$ cat src/rtl/sreg_pkg.sv
package sreg_pkg;

  localparam int ADDR_W = 3;

  typedef enum logic [ADDR_W-1:0] {
    ADDR_NOP   = 3'b000,
    ADDR_INPUT = 3'b001,
    ADDR_CTRL  = 3'b111
  } sreg_addr_e;

  typedef enum logic [1:0] {
    TGT_NONE  = 2'd0,
    TGT_INPUT = 2'd1,
    TGT_CTRL  = 2'd2
  } sreg_tgt_e;

  // Map a header address to the register it reaches (reserved -> none)
  function automatic sreg_tgt_e decode_tgt(input logic [ADDR_W-1:0] a);
    case (a)
      ADDR_INPUT: return TGT_INPUT;
      ADDR_CTRL:  return TGT_CTRL;
      default:    return TGT_NONE;
    endcase
  endfunction

endpackage

$ cat src/rtl/sreg_sync_edge.sv
module sreg_sync_edge #(
  parameter int              W       = 3,
  parameter int              STAGES  = 2,
  parameter logic [W-1:0]    RST_VAL = '0
) (
  input  logic         clk,
  input  logic         rst,
  input  logic [W-1:0] d,
  output logic [W-1:0] lvl,
  output logic [W-1:0] rise,
  output logic [W-1:0] fall
);

  logic [W-1:0] stg [STAGES];
  logic [W-1:0] prev;

  always_ff @(posedge clk) begin
    if (rst) begin
      for (int i = 0; i < STAGES; i++) stg[i] <= RST_VAL;
      prev <= RST_VAL;
    end else begin
      stg[0] <= d;
      for (int i = 1; i < STAGES; i++) stg[i] <= stg[i-1];
      prev <= stg[STAGES-1];
    end
  end

  assign lvl  = stg[STAGES-1];
  assign rise = lvl & ~prev;
  assign fall = ~lvl & prev;

endmodule

$ cat src/rtl/sreg_frame_rx.sv
module sreg_frame_rx #(
  parameter int FRAME_W = 16,
  parameter int HDR_W   = 4,
  localparam int CNT_W  = $clog2(FRAME_W + 1)
) (
  input  logic               clk,
  input  logic               rst,
  input  logic               frame_hi,
  input  logic               frame_fall,
  input  logic               sclk_fall,
  input  logic               sdi,
  output logic               frm_active,
  output logic [CNT_W-1:0]   bit_cnt,
  output logic [HDR_W-1:0]   hdr,
  output logic               word_done,
  output logic [FRAME_W-1:0] word
);

  logic [FRAME_W-2:0] shreg;
  logic               shift_en;

  // A falling edge is taken only inside an open frame and before it is full
  assign shift_en  = frm_active && sclk_fall && (bit_cnt != CNT_W'(FRAME_W));
  assign word_done = shift_en && (bit_cnt == CNT_W'(FRAME_W - 1));
  assign word      = {shreg, sdi};
  assign hdr       = shreg[HDR_W-1:0];

  always_ff @(posedge clk) begin
    if (rst) begin
      frm_active <= 1'b0;
      bit_cnt    <= '0;
      shreg      <= '0;
    end else if (frame_hi) begin
      frm_active <= 1'b0;
    end else if (frame_fall) begin
      frm_active <= 1'b1;
      bit_cnt    <= '0;
    end else if (shift_en) begin
      shreg   <= {shreg[FRAME_W-3:0], sdi};
      bit_cnt <= bit_cnt + 1'b1;
    end
  end


  cnt_cap_chk: assert property (@(posedge clk) disable iff (rst)
    bit_cnt <= CNT_W'(FRAME_W));


  restart_chk: assert property (@(posedge clk) disable iff (rst)
    frame_fall |=> (bit_cnt == '0) && frm_active);

endmodule

$ cat src/rtl/sreg_readout.sv
module sreg_readout #(
  parameter int DATA_W  = 12,
  parameter int HDR_W   = 4,
  localparam int FRAME_W = DATA_W + HDR_W,
  localparam int CNT_W   = $clog2(FRAME_W + 1)
) (
  input  logic              clk,
  input  logic              rst,
  input  logic              frm_active,
  input  logic              sclk_rise,
  input  logic [CNT_W-1:0]  bit_cnt,
  input  logic              hdr_rd,
  input  logic [DATA_W-1:0] rd_data,
  input  logic              frame_end,
  output logic              sdo,
  output logic              oe
);

  logic [DATA_W-1:0] obuf;
  logic              load_ev;
  logic              shift_ev;

  // Header complete and the next rising edge arrives: present the MSB
  assign load_ev  = frm_active && sclk_rise && hdr_rd && (bit_cnt == CNT_W'(HDR_W));
  assign shift_ev = oe && sclk_rise && (bit_cnt > CNT_W'(HDR_W));

  always_ff @(posedge clk) begin
    if (rst) begin
      oe   <= 1'b0;
      obuf <= '0;
    end else begin
      if (!frm_active || frame_end) oe <= 1'b0;
      else if (load_ev)             oe <= 1'b1;
      if (load_ev)       obuf <= rd_data;
      else if (shift_ev) obuf <= {obuf[DATA_W-2:0], 1'b0};
    end
  end

  assign sdo = oe & obuf[DATA_W-1];


  oe_start_chk: assert property (@(posedge clk) disable iff (rst)
    $rose(oe) |-> (bit_cnt == CNT_W'(HDR_W)) && frm_active);


  oe_stop_chk: assert property (@(posedge clk) disable iff (rst)
    (oe && (!frm_active || frame_end)) |=> !oe);

endmodule

$ cat src/rtl/serial_reg_port.sv
module serial_reg_port #(
  parameter int DATA_W      = 12,
  parameter int PD_BIT      = 6,
  parameter int SYNC_STAGES = 2,
  localparam int ADDR_W     = sreg_pkg::ADDR_W,
  localparam int HDR_W      = ADDR_W + 1,
  localparam int FRAME_W    = DATA_W + HDR_W,
  localparam int CNT_W      = $clog2(FRAME_W + 1)
) (
  input  logic              clk,
  input  logic              rst,
  input  logic              sclk_i,
  input  logic              frame_n_i,
  input  logic              sdi_i,
  output logic              sdo_o,
  output logic              sdo_oe_o,
  output logic              sdo_pd_en_o,
  output logic [DATA_W-1:0] in_reg_o,
  output logic [DATA_W-1:0] ctrl_reg_o
);
  import sreg_pkg::*;

  // Synchronized pins: [2] frame line, [1] serial clock, [0] data in
  logic [2:0] pin_lvl, pin_rise, pin_fall;
  logic [1:0] unused_edges;

  sreg_sync_edge #(.W(3), .STAGES(SYNC_STAGES), .RST_VAL(3'b100)) u_sync (
    .clk (clk), .rst (rst),
    .d   ({frame_n_i, sclk_i, sdi_i}),
    .lvl (pin_lvl), .rise (pin_rise), .fall (pin_fall)
  );
  assign unused_edges = {pin_rise[2] | pin_rise[0], pin_fall[0]};

  logic               frm_active, word_done;
  logic [CNT_W-1:0]   bit_cnt;
  logic [HDR_W-1:0]   hdr;
  logic [FRAME_W-1:0] word;

  sreg_frame_rx #(.FRAME_W(FRAME_W), .HDR_W(HDR_W)) u_rx (
    .clk        (clk),
    .rst        (rst),
    .frame_hi   (pin_lvl[2]),
    .frame_fall (pin_fall[2]),
    .sclk_fall  (pin_fall[1]),
    .sdi        (pin_lvl[0]),
    .frm_active (frm_active),
    .bit_cnt    (bit_cnt),
    .hdr        (hdr),
    .word_done  (word_done),
    .word       (word)
  );

  // Write decode from the completed word
  sreg_tgt_e   wr_tgt;
  logic        in_we, ctrl_we;
  assign wr_tgt  = decode_tgt(word[FRAME_W-2 -: ADDR_W]);
  assign in_we   = word_done && !word[FRAME_W-1] && (wr_tgt == TGT_INPUT);
  assign ctrl_we = word_done && !word[FRAME_W-1] && (wr_tgt == TGT_CTRL);

  always_ff @(posedge clk) begin
    if (rst) begin
      in_reg_o   <= '0;
      ctrl_reg_o <= '0;
    end else begin
      if (in_we)   in_reg_o   <= word[DATA_W-1:0];
      if (ctrl_we) ctrl_reg_o <= word[DATA_W-1:0];
    end
  end

  // Read select from the header captured so far
  sreg_tgt_e         rd_tgt;
  logic [DATA_W-1:0] rd_data;
  assign rd_tgt = decode_tgt(hdr[ADDR_W-1:0]);
  always_comb begin
    case (rd_tgt)
      TGT_INPUT: rd_data = in_reg_o;
      TGT_CTRL:  rd_data = ctrl_reg_o;
      default:   rd_data = '0;
    endcase
  end

  sreg_readout #(.DATA_W(DATA_W), .HDR_W(HDR_W)) u_out (
    .clk       (clk),
    .rst       (rst),
    .frm_active(frm_active),
    .sclk_rise (pin_rise[1]),
    .bit_cnt   (bit_cnt),
    .hdr_rd    (hdr[HDR_W-1]),
    .rd_data   (rd_data),
    .frame_end (word_done),
    .sdo       (sdo_o),
    .oe        (sdo_oe_o)
  );

  assign sdo_pd_en_o = ctrl_reg_o[PD_BIT];


  in_update_chk: assert property (@(posedge clk) disable iff (rst)
    in_we |=> in_reg_o == $past(word[DATA_W-1:0]));


  ctrl_hold_chk: assert property (@(posedge clk) disable iff (rst)
    !ctrl_we |=> $stable(ctrl_reg_o));


  in_hold_chk: assert property (@(posedge clk) disable iff (rst)
    !in_we |=> $stable(in_reg_o));

endmodule

$ cat config.mk
export PLATFORM = sky130hd
export DESIGN_NAME = serial_reg_port
export DESIGN_NICKNAME = d
export VERILOG_FILES = /design/src/rtl/sreg_pkg.sv /design/src/rtl/sreg_sync_edge.sv /design/src/rtl/sreg_frame_rx.sv /design/src/rtl/sreg_readout.sv /design/src/rtl/serial_reg_port.sv
export SDC_FILE = /design/constraint.sdc
export NUM_CORES = 1
export LEC_CHECK = 0
export ABC_CLOCK_PERIOD_IN_PS = 2100
export BUFFER_PORTS_ARGS = -buffer_cell sky130_fd_sc_hd__buf_2
export CORE_ASPECT_RATIO = 1.25
export CORE_MARGIN = 2
export CORE_UTILIZATION = 50
export DETAILED_ROUTE_END_ITERATION = 8
export PLACE_DENSITY = 0.7
export SLEW_MARGIN = 30
export SYNTH_ARGS = -nofsm -noshare
export SYNTH_HDL_FRONTEND = slang
export SYNTH_SLANG_ARGS = --single-unit
export TNS_END_PERCENT = 30
$ cat constraint.sdc
create_clock -name clk -period 2.1 [get_ports clk]
set_input_delay 0 -clock clk [delete_from_list [all_inputs] [get_ports clk]]
set_output_delay 0 -clock clk [all_outputs]
set_load 0.005 [all_outputs]
==> Word level (Yosys, flattened, before mapping) <==
Memory sizes are Yosys's and may differ from the RTL's.
Index checks and enable logic that the tools add are counted.
{ "totals": {"register_bits": 61, "ram_bits": 6, "inputBits": 5, "out_inout_bits": 27, "word_cells": 63, "n_memories": 1} }
{ "mem_list": {"columns": ["name", "words", "width", "read_ports", "rd_ports_with_merged_regs", "wr", "line", "source"], "rows": [
  ["u_sync.stg", 2, 3, 2, 0, 2, "sreg_sync_edge.sv:14", "logic [W-1:0] stg [STAGES];"]
]} }
{ "classes": {"add_sub_neg": 1, "magnitude_cmp": 1, "n_eq_ne": 11, "n_mux": 12, "bitwise": 9, "reduce_logical": 20} }
{ "op_table": {"columns": ["operator", "count"], "rows": [
  ["$mux 12", 2],
  ["$pmux 12 s2", 1],
  ["$logic_and 1x1->1", 11],
  ["$mux 5", 2],
  ["$pmux 2 s2", 2],
  ["$eq 3x1->1 const B", 2],
  ["$eq 3x3->1 const B", 2],
  ["$mux 3", 2],
  ["$add 5x1->5 const B", 1],
  ["$eq 5x3->1 const B", 1],
  ["$eq 5x4->1 const B", 1],
  ["$gt 5x3->1 const B", 1],
  ["$ne 5x5->1 const B", 1],
  ["$eq 2x1->1 const B", 2],
  ["$eq 2x2->1 const B", 2],
  ["$reduce_bool 2->1", 2],
  ["$reduce_or 2->1", 2],
  ["$and 3x3->3", 1],
  ["$mux 1", 3],
  ["$not 3->3", 1],
  ["$reduce_and 3->1", 1],
  ["$and 2x2->2", 1],
  ["$logic_not 1->1", 2],
  ["$not 1->1", 2],
  ["other kinds (5)", 6]
]} }

==> Longest topological paths before layout <==
{ "logic_depth": {"word_depth": 7, "ltp_mapped": 8, "ltp_nobuf": 7} }

==> Hierarchy <==
Synthesis repeated with hierarchy kept, for this count alone.
{ "unflattened": {"hier_cells": 361, "area_unflattened_um2": 3230.6} }
{ "modules_own_cells": {"columns": ["mod", "n_inst", "cells_per_inst", "area_per_inst_um2", "seq_area_each_um2"], "rows": [
  ["serial_reg_port", 1, 129, 1267.5, 480.5],
  ["sreg_frame_rx", 1, 124, 1021.0, 420.4],
  ["sreg_readout", 1, 81, 645.6, 260.2],
  ["sreg_sync_edge", 1, 27, 296.5, 180.2]
]} }

==> Worst setup path before layout <==
OpenSTA, ideal clock, no wires.
{ "synth_path": {"path_kind": "reg2reg", "from": "reg u_rx.bit_cnt[0]", "to": "reg ctrl_reg_o[10]", "setup_time_ns": 0.128, "t_arrival_ns": 1.711, "required_time_ns": 1.972, "path_slack_ns": 0.262, "path_stages_with_launch": 9, "path_buffers": 1, "synth_period_minus_slack_ns": 1.838, "path_cell_list": "dfxtp_1 > ha_1 > and3_1 > ha_1 > and4b_1 > nand4_1 > buf_2 > mux2i_1 > nor2_1"} }
{ "synth_via": {"elab_chain_cells": 5, "elab_cells_between_ends": 6, "cone_classes": "eq/ne (2); reduce/logical (4)"} }
{ "synth_lines": {"columns": ["element", "line", "source"], "rows": [
  ["start, declared", "sreg_frame_rx.sv:13", "output logic [CNT_W-1:0] bit_cnt,"],
  ["start signal, assigned", "sreg_frame_rx.sv:40", "bit_cnt <= bit_cnt + 1'b1;"],
  ["$ne 5x5->1", "sreg_frame_rx.sv:23", "assign shift_en = frm_active && sclk_fall && (bit_cnt != CNT_W'(FRAME_W));"],
  ["$logic_and 1x1->1", "sreg_frame_rx.sv:23", null],
  ["$logic_and 1x1->1 (*)", "sreg_frame_rx.sv:24", "assign word_done = shift_en && (bit_cnt == CNT_W'(FRAME_W - 1));"],
  ["$logic_and 1x1->1 (*) (2 in series)", "serial_reg_port.sv:58", "assign ctrl_we = word_done && !word[FRAME_W-1] && (wr_tgt == TGT_CTRL);"],
  ["end signal, assigned", "serial_reg_port.sv:66", "if (ctrl_we) ctrl_reg_o <= word[DATA_W-1:0];"],
  ["end, declared", "serial_reg_port.sv:19", "output logic [DATA_W-1:0] ctrl_reg_o"]
]} }
Every way passes the cells marked *; elsewhere a longest branch is shown, timed or not.
A chain may end at the register's enable or synchronous reset.

==> Worst setup path after layout <==
{ "layout_path": {"from": "reg u_rx.bit_cnt[4]", "to": "reg u_out.obuf[11]"} }
{ "layout_via": {"elab_chain_cells": 3, "elab_cells_between_ends": 6, "cone_classes": "order compare (1); eq/ne (1); mux (1); reduce/logical (3)"} }
{ "layout_lines": {"columns": ["element", "line", "source"], "rows": [
  ["$gt 5x3->1 / $eq 5x3->1 (equally long branches)", "sreg_readout.sv:25, sreg_readout.sv:24", null],
  ["$logic_and 1x1->1 (on tied branches)", "sreg_readout.sv:25, sreg_readout.sv:24", null],
  ["$reduce_bool 2->1 (no line) / $mux 12 (equally long branches)", null, null],
  ["end signal, assigned", "sreg_readout.sv:34", "if (load_ev) obuf <= rd_data;"],
  ["end signal, assigned", "sreg_readout.sv:35", "else if (shift_ev) obuf <= {obuf[DATA_W-2:0], 1'b0};"],
  ["end, declared", "sreg_readout.sv:19", "logic [DATA_W-1:0] obuf;"]
]} }
Parallel ways exist; a longest one is shown, timed or not.

==> report_table.html <==
<table>
<tr><th>Metric</th><th>Value</th></tr>
<tr><th colspan="2">Clock tree</th></tr>
<tr><td>Clock tree from TritonCTS</td><td>yes</td></tr>
<tr><td>Clk slew on worst S/H paths</td><td>around 70 ps</td></tr>
<tr><td>CTS sink cnt</td><td>66</td></tr>
<tr><td>H-Tree Depth</td><td>3</td></tr>
<tr><td>Root cell of the clock tree</td><td>sky130_fd_sc_hd__clkbuf_8</td></tr>
<tr><td>Clock buffers created by TritonCTS</td><td>9</td></tr>
<tr><td>Clock tree buffer depth</td><td>2</td></tr>
<tr><td>Clock latency on the worst-skew pair</td><td>~350 ps</td></tr>
<tr><th colspan="2">Critical path</th></tr>
<tr><td>Arrival time worst endpoint</td><td>roughly 2200 ps</td></tr>
<tr><td>Maximum fanout encountered on the critical timing path</td><td>14</td></tr>
<tr><td>Worst-path cell with the longest stage delay</td><td>sky130_fd_sc_hd__or4b_4</td></tr>
<tr><td>Series of cell instances along the critical path</td><td>or4b_4 &gt; or2_4 &gt; or3_1 &gt; a311oi_2</td></tr>
<tr><td>Biggest cell delay along the critical path</td><td>about 540 ps</td></tr>
<tr><td>CP endpoint kind</td><td>flip-flop</td></tr>
<tr><td>Critical Path Start Type</td><td>flip-flop</td></tr>
<tr><td>Worst setup path class</td><td>flip-flop to flip-flop</td></tr>
<tr><td>Critical path required time</td><td>between 2000 and 2500 ps</td></tr>
<tr><td>Setup slack of the most critical reg-to-reg path</td><td>between 150 and 200 ps</td></tr>
<tr><th colspan="2">Power</th></tr>
<tr><td>Static leakage power</td><td>roughly 0.0014 uW</td></tr>
<tr><td>Power per unit of standard cell area</td><td>788 nW/um^2</td></tr>
<tr><td>Largest voltage drop on the vdd net</td><td>approximately 0.44 mV</td></tr>
<tr><th colspan="2">Synthesis</th></tr>
<tr><td>Netlist Area Pre-Place</td><td>between 2000 and 3000 um^2</td></tr>
<tr><td>Yosys top cell by area</td><td>sky130_fd_sc_hd__dfxtp_1</td></tr>
<tr><td>Largest cells by area after synthesis</td><td>sky130_fd_sc_hd__dfxtp_1 (48%), sky130_fd_sc_hd__mux2i_1 (8.8%), sky130_fd_sc_hd__nand2_1 (6.1%)</td></tr>
<tr><td>Warnings from Yosys</td><td>0</td></tr>
<tr><td>Syn Nets</td><td>about 310</td></tr>
<tr><td>Average size of a mapped cell</td><td>9.00 um^2</td></tr>
<tr><td>Most instantiated cells after synthesis</td><td>sky130_fd_sc_hd__dfxtp_1 (66), sky130_fd_sc_hd__nand2_1 (44), sky130_fd_sc_hd__nor2_1 (31)</td></tr>
<tr><td>Total of flip-flops plus latches after synthesis</td><td>66</td></tr>
<tr><td>Library cells used by synthesis</td><td>38</td></tr>
<tr><td>Cell count after synthesis</td><td>between 300 and 400</td></tr>
<tr><td>Number of synthesized flops with an enable pin</td><td>0</td></tr>
<tr><td>Sequential area share after synthesis</td><td>approximately half</td></tr>
<tr><td>Primary FF master, synth</td><td>sky130_fd_sc_hd__dfxtp_1</td></tr>
<tr><td>Most common cell in the synthesized netlist</td><td>sky130_fd_sc_hd__dfxtp_1</td></tr>
<tr><td>Async set or reset register ratio after synthesis</td><td>0%</td></tr>
<tr><td>Share of the synthesized area in the top cell type</td><td>roughly half</td></tr>
<tr><th colspan="2">Drt</th></tr>
<tr><td>Router iterations before antenna repair</td><td>4</td></tr>
<tr><td>Detail-routed net length per standard cell</td><td>about 14 um</td></tr>
<tr><td>Avg Vias per Cell</td><td>around 5.5</td></tr>
<tr><td>DRT iter0 DRCs</td><td>150</td></tr>
<tr><td>Number of DRC violations after detailed routing</td><td>0</td></tr>
<tr><td>Wirelength, routed</td><td>between 5 and 6 mm</td></tr>
<tr><td>Remaining number of nets flagged by the antenna check after routing</td><td>0</td></tr>
<tr><td>Vias post-DR</td><td>between 2000 and 2500</td></tr>
<tr><th colspan="2">Global routing</th></tr>
<tr><td>Wire length of the first global-routing pass</td><td>just over 10 mm</td></tr>
<tr><td>Largest net degree at the start of global routing</td><td>28</td></tr>
<tr><td>Total overflow reported by the global router</td><td>0</td></tr>
<tr><td>Initial antenna violation count</td><td>0</td></tr>
<tr><td>Tot GR Track Use</td><td>21.2%</td></tr>
<tr><td>Via count of the first global-routing pass</td><td>between 2000 and 2500</td></tr>
<tr><th colspan="2">Floorplan</th></tr>
<tr><td>Num rows</td><td>30</td></tr>
<tr><td>Width of the die</td><td>roughly 70 um</td></tr>
<tr><td>Total Die Area</td><td>between 6000 and 7000 um^2</td></tr>
<tr><td>Starting density of the core</td><td>~50%</td></tr>
<tr><td>Boundary pin count</td><td>32</td></tr>
<tr><td>Core outline area</td><td>roughly 5300 um^2</td></tr>
<tr><td>Die height</td><td>between 80 and 90 um</td></tr>
<tr><th colspan="2">Place</th></tr>
<tr><td>Buffers on Ports</td><td>31</td></tr>
<tr><td>Routability congestion estimate from global placement</td><td>between 0.8 and 0.9</td></tr>
<tr><td>Half-perimeter wire length after placement</td><td>between 4 and 5 mm</td></tr>
<tr><th colspan="2">STA</th></tr>
<tr><td>Final Hold Slack</td><td>between 80 and 90 ps</td></tr>
<tr><td>Relative max-transition margin</td><td>about 70%</td></tr>
<tr><td>Fin crit share</td><td>about nine tenths</td></tr>
<tr><td>Final setup fails</td><td>0</td></tr>
<tr><td>Setup skew after layout</td><td>5.40 ps</td></tr>
<tr><td>Transition time at the pin with the least slew margin</td><td>460 ps</td></tr>
<tr><td>Fmax</td><td>about 530 MHz</td></tr>
<tr><td>Final total negative setup slack</td><td>0 ps</td></tr>
<tr><td>Max Transition Viols Final</td><td>0</td></tr>
<tr><td>Minimum clock period after layout</td><td>around 1900 ps</td></tr>
<tr><td>Hold Fails Final Rpt</td><td>0</td></tr>
<tr><td>RSZ-0062 raised after global routing</td><td>false</td></tr>
<tr><th colspan="2">Cells and area</th></tr>
<tr><td>Fin nets</td><td>about 350</td></tr>
<tr><td>Layout-stage area growth over the synthesis result</td><td>20.7%</td></tr>
<tr><td>Share of post-route cells with drive strength above 1</td><td>roughly a fifth</td></tr>
<tr><td>Antenna diode count</td><td>0</td></tr>
<tr><th colspan="2">Outcome</th></tr>
<tr><td>Run status</td><td>finished clean</td></tr>
<tr><th colspan="2">Min path</th></tr>
<tr><td>Type of the most critical hold path</td><td>input pin to flip-flop</td></tr>
<tr><th colspan="2">Job</th></tr>
<tr><td>Max cap viols</td><td>0</td></tr>
</table>
layout make-up:
cell class	instances	area, um^2
Multi-Input combinational cell	212	1310
Sequential cell	66	1320
Clock inverter	7	116
Fill cell	472	2040
Tap cell	64	80.1
Timing Repair Buffer	47	320
Clock buffer	9	124
Inverter	5	18.8
metal layers:
layer | vias up | wire (um) | track usage (%)
met5 | - | 0 | 0
met4 | 0 | 93 | 9.44
met3 | 7 | 266 | 5.47
met2 | 45 | 2790 | 33.6
met1 | 1042 | 2750 | 27.3
li1 | 1141 | - | -
worst max-delay path, delay by kind of cell, from the launching register on:
kind            cells  cell delay (ps)
compound gates      1              260
simple gates        3             1210
flops               1              350
logic make-up after synthesis:
| group | Yosys count | share of synthesized area (%) |
|---|---|---|
| multiplexers | 24 | 8.81 |
| flip-flops | 66 | 48.5 |
| buffers and inverters | 25 | 3.67 |
| AO/OA/AOI/OAI | 70 | 16.8 |
| AND/OR/NAND/NOR | 113 | 19.9 |
| adder cells (fa/ha/maj) | 5 | 2.29 |
cell usage in the layout, fill, tap and decap left out, types with 2 or more instances in the layout:
cell type / n
sky130_fd_sc_hd__a211oi_1: 17
sky130_fd_sc_hd__a21oi_1: 27
sky130_fd_sc_hd__a22o_1: 10
sky130_fd_sc_hd__a22oi_1: 2
sky130_fd_sc_hd__a31oi_1: 2
sky130_fd_sc_hd__and2_1: 2
sky130_fd_sc_hd__and3_1: 2
sky130_fd_sc_hd__buf_12: 3
sky130_fd_sc_hd__buf_2: 31
sky130_fd_sc_hd__buf_4: 10
sky130_fd_sc_hd__bufinv_16: 3
sky130_fd_sc_hd__clkbuf_8: 9
sky130_fd_sc_hd__clkinv_2: 2
sky130_fd_sc_hd__dfxtp_1: 66
sky130_fd_sc_hd__dlygate4sd3_1: 3
sky130_fd_sc_hd__ha_1: 5
sky130_fd_sc_hd__inv_1: 5
sky130_fd_sc_hd__mux2i_1: 24
sky130_fd_sc_hd__nand2_1: 44
sky130_fd_sc_hd__nand3_1: 4
sky130_fd_sc_hd__nand3b_1: 2
sky130_fd_sc_hd__nand4_1: 4
sky130_fd_sc_hd__nor2_1: 31
sky130_fd_sc_hd__nor2b_1: 7
sky130_fd_sc_hd__nor3_1: 3
sky130_fd_sc_hd__o21ai_0: 8
sky130_fd_sc_hd__or2_2: 3
sky130_fd_sc_hd__or3_1: 2
stage by stage:
stage          power, uW  instances  utilization (%)  instance area, um^2  setup WS [ps]
2_1_floorplan       1310        303                -                 2730            262
3_3_place_gp        1330        391             56.6                 3020            239
3_5_place_dp        1330        391             56.6                 3020            211
4_1_cts             2620        410             61.6                 3290            192
5_1_grt             2680        410             61.8                 3290           76.3
6_report            2590        410             61.8                 3290            196
what timing repair did:
action	4_1_cts	5_1_grt
buffers inserted	0	0
hold buffers	3	0
resized for setup	0	1
setup endpoints to repair	0	12
endpoints found under the hold margin	3	0
power breakdown:
group          internal, uW  switching (uW)
Sequential             1260            5.06
Clock                   788             504
Combinational          15.0            24.0
Total                  2060             533
state kept, by name (all words and copies together), names as in the netlist:
name / cells
u_rx.frm_active: 1
u_rx.shreg: 15
u_out.obuf: 12
ctrl_reg_o: 12
u_sync.stg: 6
u_rx.bit_cnt: 5
u_sync.prev: 2
u_out.oe: 1
in_reg_o: 12
final timing paths:
check	startpoint	to	cells past startpoint
setup / recovery	u_rx.bit_cnt[4]	u_out.obuf[11]	4
hold / removal	rst	ctrl_reg_o[0]	2
setup reg to reg	u_rx.bit_cnt[4]	u_out.obuf[11]	4
hold reg to reg	u_sync.stg[0][2]	u_sync.stg[0][5]	1
(Power assumes the default switching activity.)
